$ cat config.mk
export PLATFORM = sky130hd
export DESIGN_NAME = shadow_vidctl
export DESIGN_NICKNAME = d
export VERILOG_FILES = /design/src/rtl/shadow_vidctl.sv
export SDC_FILE = /design/constraint.sdc
export NUM_CORES = 2
export LEC_CHECK = 0
export BUFFER_PORTS_ARGS = -buffer_cell sky130_fd_sc_hd__buf_2
export CAP_MARGIN = 20
export CORE_UTILIZATION = 66
export CTS_BUF_LIST = sky130_fd_sc_hd__clkbuf_4
export CTS_CLUSTER_SIZE = 30
export DETAILED_ROUTE_END_ITERATION = 8
export GPL_ROUTABILITY_DRIVEN = 0
export GPL_TIMING_DRIVEN = 1
export PLACE_DENSITY_LB_ADDON = 0.12
export SLEW_MARGIN = 20
export SYNTH_ARGS = -nofsm -noshare
export SYNTH_HDL_FRONTEND = slang
export SYNTH_SLANG_ARGS = --single-unit
$ cat constraint.sdc
create_clock -name clk -period 6 [get_ports clk]
set_input_delay 0.6 -clock clk [delete_from_list [all_inputs] [get_ports clk]]
set_output_delay 0.6 -clock clk [all_outputs]
set_load 0.005 [all_outputs]
$ cat src/rtl/shadow_vidctl.sv
module shadow_vidctl #(
  parameter int ROWS     = 8,
  parameter int SB       = 32,
  parameter int VBASE    = 16,
  parameter int TBL_PAGE = 1,
  parameter int H_ACT    = 16,
  parameter int H_FP     = 2,
  parameter int H_SYNC   = 3,
  parameter int H_BP     = 3,
  parameter int V_FP     = 1,
  parameter int V_SYNC   = 2,
  parameter int V_BP     = 1
) (
  input  logic        clk,
  input  logic        rst_n,
  input  logic [15:0] haddr_i,
  input  logic [7:0]  hdata_i,
  input  logic        hwe_i,
  output logic [7:0]  pix_o,
  output logic        de_o,
  output logic        hs_o,
  output logic        vs_o,
  output logic [7:0]  mode_o
);
  localparam int V_ACT = 4 * ROWS;
  localparam int H_TOT = H_ACT + H_FP + H_SYNC + H_BP;
  localparam int V_TOT = V_ACT + V_FP + V_SYNC + V_BP;
  localparam int HW    = $clog2(H_TOT);
  localparam int VW    = $clog2(V_TOT);
  localparam int RW    = $clog2(ROWS);
  localparam int CW    = $clog2(SB);
  localparam int HS0   = H_ACT + H_FP;
  localparam int HS1   = HS0 + H_SYNC;
  localparam int VS0   = V_ACT + V_FP;
  localparam int VS1   = VS0 + V_SYNC;

  logic [7:0]    fb [ROWS*SB];
  logic [7:0]    tpg [ROWS];
  logic [7:0]    tof [ROWS];
  logic [HW-1:0] hcnt;
  logic [VW-1:0] vcnt;
  logic [7:0]    rdata;
  logic          ok_q;

  wire [7:0] wpg   = haddr_i[15:8];
  wire [7:0] woff  = haddr_i[7:0];
  wire [7:0] wrow  = wpg - 8'(VBASE);
  wire       fb_hit  = hwe_i && (wrow < 8'(ROWS)) && (woff < 8'(SB));
  wire       tbl_hit = hwe_i && (wpg == 8'(TBL_PAGE)) && (woff < 8'(2*ROWS));
  wire [RW+CW-1:0] waddr = {wrow[RW-1:0], woff[CW-1:0]};

  wire           h_last = (hcnt == HW'(H_TOT-1));
  wire           act    = (hcnt < HW'(H_ACT)) && (vcnt < VW'(V_ACT));
  wire [RW-1:0]  row    = vcnt[RW+1:2];
  wire [7:0]     rp     = tpg[row] - 8'(VBASE);
  wire [7:0]     col    = tof[row] + 8'(hcnt);
  wire           src_ok = act && (rp < 8'(ROWS)) && (mode_o == 8'd0);
  wire [RW+CW-1:0] raddr = {rp[RW-1:0], col[CW-1:0]};
  wire [7:0]     pend   = (tpg[0] == 8'd0) ? tof[0] : 8'd0;

  always_ff @(posedge clk) begin
    rdata <= fb[raddr];
    if (fb_hit) fb[waddr] <= hdata_i;
  end

  always_ff @(posedge clk) begin
    if (!rst_n) begin
      for (int i = 0; i < ROWS; i++) begin
        tpg[i] <= 8'd0;
        tof[i] <= 8'd0;
      end
    end else if (tbl_hit) begin
      if (woff[0]) tof[woff[RW:1]] <= hdata_i;
      else         tpg[woff[RW:1]] <= hdata_i;
    end
  end

  always_ff @(posedge clk) begin
    if (!rst_n) begin
      hcnt   <= '0;
      vcnt   <= '0;
      mode_o <= 8'd0;
      ok_q   <= 1'b0;
      de_o   <= 1'b0;
      hs_o   <= 1'b0;
      vs_o   <= 1'b0;
    end else begin
      hcnt <= h_last ? '0 : hcnt + 1'b1;
      if (h_last) vcnt <= (vcnt == VW'(V_TOT-1)) ? '0 : vcnt + 1'b1;
      if (h_last && vcnt == VW'(V_ACT-1)) mode_o <= pend;
      ok_q <= src_ok;
      de_o <= act;
      hs_o <= (hcnt >= HW'(HS0)) && (hcnt < HW'(HS1));
      vs_o <= (vcnt >= VW'(VS0)) && (vcnt < VW'(VS1));
    end
  end

  assign pix_o = ok_q ? rdata : 8'd0;
endmodule

-- Yosys cells after proc, flatten, opt, wreduce, memory -nomap -nowiden
Memories as Yosys holds them, arrays and structs flattened. A register that Yosys moved wholly into a read port is not among the register bits.
Index checks and enable logic that the tools add are counted.
- $add $sub $neg: 5
- magnitude comparators: 10
- eq/ne operators: 4
- muxes and demuxes: 24
- bitwise gates (word level): 1
- reduce and logical (&&, ||, !) cells: 15
- operators by type and width (operator ; count):
    $mux 8 ; 4
    $mux 3 ; 6
    $logic_not 8->1 ; 2
    $lt 8x4->1 const B ; 2
    $reduce_or 8->1 ; 2
    $sub 8x5->8 const B ; 2
    $mux 1 ; 13
    $lt 6x6->1 const B ; 2
    $logic_and 1x1->1 ; 10
    $lt 5x5->1 const B ; 2
    $eq 8x1->1 const B ; 1
    $lt 8x5->1 const B ; 1
    $lt 8x6->1 const B ; 1
    $add 6x1->6 const B ; 1
    $eq 6x5->1 const B ; 1
    $eq 6x6->1 const B ; 1
    $ge 6x6->1 const B ; 1
    $mux 6 ; 1
    $add 5x1->5 const B ; 1
    $add 5x5->5 ; 1
    $eq 5x5->1 const B ; 1
    $ge 5x5->1 const B ; 1
    $reduce_or 2->1 ; 1
    $not 1->1 ; 1
- register bits: 23
- bits in writable memories: 2176
- output and inout port bits: 19
- word-level logic and storage cells: 69
- memories kept: 3
- memories (name ; words ; bits a word ; read ports ; clocked after memory_dff ; write ports ; line ; RTL):
    fb ; 256 ; 8 ; 1 ; 1 ; 1 ; 37 ; logic [7:0] fb [ROWS*SB];
    tof ; 8 ; 8 ; 2 ; 1 ; 8 ; 39 ; logic [7:0] tof [ROWS];
    tpg ; 8 ; 8 ; 2 ; 1 ; 8 ; 38 ; logic [7:0] tpg [ROWS];

-- Depth between registers and ports, before layout
- depth after elaboration: 8
- depth in mapped cells: 20

-- Least setup slack after synthesis
No wires, ideal clock.
- path kind: register -> register
- from: register with a tool-made name
- to: register rdata[0] (read register of fb)
- setup time: 115 ps
- arrival time: 4394 ps
- data required time: 5885 ps
- setup slack: 1490 ps
- stages on the path, launching flop included: 14
- path buffers: 5
- period minus slack after synthesis: 4510 ps
- path through: dfxtp_1 > buf_2 > clkbuf_1 > mux4_2 > mux2_2 > ha_1 > buf_4 > buf_4 > buf_1 > mux4_2 > mux4_2 > a211oi_1 > a31oi_1 > and3_1
- RTL lines (item ; line ; RTL):
    end: declaration ; 42 ; logic [7:0] rdata;

==> flow_summary.ini <==
[flow_run]
drv_cap = 0

[global_route]
grt_pass1_vias = 46186
antenna_found_initial = 10
grtUsageTotal_pct = 32.4
grt_overflow_total = 0
grt_start_max_net_pins = 167
grt_pass1_wl_um = 303000

[worst_hold_path]
hold_path_class = input port to register
min_path_cells = 5
worstHoldStart = haddr_i[12]

[pwr]
ir_drop_mv = 0.239
leakagePower_nw = 30.6
power_density_nw_per_um2 = 340
total_power_w = 0.0324

[floorplan]
core-area_um2 = 128000
dieArea_um2 = 131000
initial_core_util_pct = 66.8
rows = 131
dieWidth_um = 362
ioPinCount = 46
die_h_um = 362

[detailed_routing]
first_pass_iters = 6
wl_per_cell_um = 30.1
ant_nets = 0
drc = 0
drt-total-wl_um = 207000
drt_iter0_markers = 5360
vias_per_cell = 6.56
num_vias = 45188

[timing]
tightest_slew_ps = 1200
slew_viol_final = 0
tns_ps = 0
rsz0062_at_grt = false
fin_hold_ws_ps = 218
fin_crit_sh_pct = 97.0
fin_skew_ps = 63.9
fmax_ghz = 0.172
setup_viol = 0
maxSlewHeadroom_pct = 19.7
finalHoldViolCount = 0
finalCriticalPeriod_ps = 5820

[synth]
synth.largest_area_cell = edfxtp_1
netlist_instances = 4303
avgSynthCellArea_um2 = 19.9
netlist_area_um2 = 85600
synth_cell_types = 57
synth_ff_type = edfxtp_1
async_flop_share_pct = 0
seq_area_frac_synth_pct = 76.4
ys_warn_count = 0
ys_ff_latch = 2189
synth_nets = 4339
synth.area.top_cells = edfxtp_1, mux4_2, nand2_1, nor2_1, dfxtp_1
synth_top_area_share_pct = 75.6
synth_edf_count = 2155

[worst_setup_path]
worstRegToRegCells = 12
critPathKind = register to register
worst_setup_path_start_kind = register
critPathCaptureType = register
worst_ep_required_time_ps = 7180
crit_fanout = 25
crit_arrival_ps = 7000

[finish]
final_layout_size_suffix_gt1_share_pct = 30.8
final_nets = 4845
syn_to_final_growth_pct = 11.2

[cts]
cts_tree = yes
clk_pin_slew_ps = 80
cts_sinks = 2189
numCtsBuffers = 557
clk_path_buf_depth = 4
htreeDepth = 6
insertion_delay_ps = 1300
cts-root-buf = clkbuf_4

[placement]
hpwl_um = 122000
io_buffers = 45

[status]
status = finished clean
-- cell usage after synthesis, drive strengths merged (5+ instances only) --
| cell | number |
|---|---|
| mux4 | 547 |
| and2 | 86 |
| nor3 | 11 |
| nand4 | 13 |
| nor4 | 22 |
| buf | 133 |
| edfxtp | 2155 |
| mux2i | 38 |
| a31oi | 33 |
| a21oi | 26 |
| dfxtp | 34 |
| nor2 | 329 |
| a22oi | 8 |
| nand2 | 384 |
| a21boi | 11 |
| and3 | 26 |
| nor2b | 20 |
| inv | 10 |
| a311oi | 18 |
| nor4b | 6 |
| mux2 | 10 |
| a211oi | 27 |
| nor3b | 5 |
| o22ai | 16 |
| a32oi | 8 |
| ha | 8 |
| xor2 | 6 |
| o21ai | 42 |
| xnor2 | 5 |
| clkbuf | 114 |
| o32ai | 16 |
| nand3 | 110 |
-- state kept, by name (all words and copies together), names as in the netlist, named ones only --
name    cells
de_o        1
fb       2048
hcnt        5
hs_o        1
mode_o      8
ok_q        1
rdata       8
tof        43
tpg        64
vcnt        6
vs_o        1
-- cell type report --
cell class / instances / area (um^2)
clock inverters: 105 / 562
repair buffers: 193 / 1850
inverters: 10 / 37.5
well taps: 1729 / 2160
multi-input cells: 1858 / 19200
fillers: 7388 / 32800
flip-flops and latches: 2189 / 65400
clock buffers: 793 / 5950
diodes: 11 / 27.5
-- per-layer routing --
| metal | global-route usage [%] | vias to the layer above | part of all wire (%) |
|---|---|---|---|
| met2 | 49.9 | 2808 | 48 |
| met5 | 0 | - | 0.015 |
| met3 | 8.62 | 419 | 11 |
| met4 | 13.2 | 4 | 3.3 |
| li1 | - | 18851 | - |
| met1 | 44.8 | 23106 | 37 |
-- report_power, final --
part | internal (W) | switching, W | leakage [nW] | total [W]
sequential | 0.0168 | 0.0000625 | 19.7 | 0.0169
combinational | 0.00148 | 0.00211 | 6.95 | 0.00358
clock | 0.00628 | 0.00563 | 3.93 | 0.0119
total | 0.0246 | 0.00780 | 30.6 | 0.0324
-- what timing repair did --
action,CTS,global route
setup buffers,0,1
hold buffers,12,0
hold endpoints to repair,890,0
setup endpoints to repair,0,1
resized for setup,0,1
-- per-stage QoR --
stage	util [%]	std cells	area (um^2)	setup WS [ps]
4_1_cts	74.3	6874	95100	127
5_1_grt	74.3	6885	95200	11.5
2_1_floorplan	-	4303	85600	1490
6_report	74.3	6888	95200	181
3_3_place_gp	69.1	5964	88400	316
3_5_place_dp	69.1	5964	88400	158
-- layout by cell type (no fill, tap or decap), types with 9 or more instances in the layout --
master and n:
mux2i_1 37, dfxtp_1 34, buf_12 31, a21oi_1 26, and3_1 26, nand2_1 375
o21ai_1 10, buf_2 37, inv_1 10, o21ai_0 32, dlygate4sd3_1 12, nand3_1 104
a311oi_1 18, o32ai_1 16, nor3_1 10, diode_2 11, a21boi_0 10, nor2_1 327
a211oi_1 27, edfxtp_1 2155, nor2b_1 20, nor4_1 21, mux4_2 547, o22ai_1 16
buf_4 104, and2_1 86, clkinv_1 83, a31oi_1 33, clkbuf_4 793, nand2_2 9
nand4_1 13
-- worst paths after layout --
check / slack (ps) / endpoint
setup reg to reg: 180 / rdata[0]
setup / recovery: 180 / rdata[0]
hold reg to reg: 480 / mode_o[5]
hold / removal: 220 / tof[7][4]
-- cells by family (layout without fill, tap and decap cells) --
family	after synthesis	after routing	synth area share [%]
AO/OA/AOI/OAI	208	208	1.62
XOR/XNOR	11	11	0.143
adder cells (fa/ha/maj)	9	9	0.140
buffers and inverters	257	1101	1.33
flip-flops	2189	2189	76.4
multiplexers	595	595	15.0
other	0	11	0
AND/OR/NAND/NOR	1034	1035	5.36
-- critical path: stages (launching register included) --
cell	delay, ps
dfxtp_1	700
mux4_2	580
mux2_2	280
ha_1	520
nand3_1	170
a21boi_2	560
or2_4	630
buf_4	470
nand2_1	170
nand3_1	130
a311oi_1	160
nor4_1	1010
and3_1	300
No activity file was read; power rests on OpenSTA's default activity.
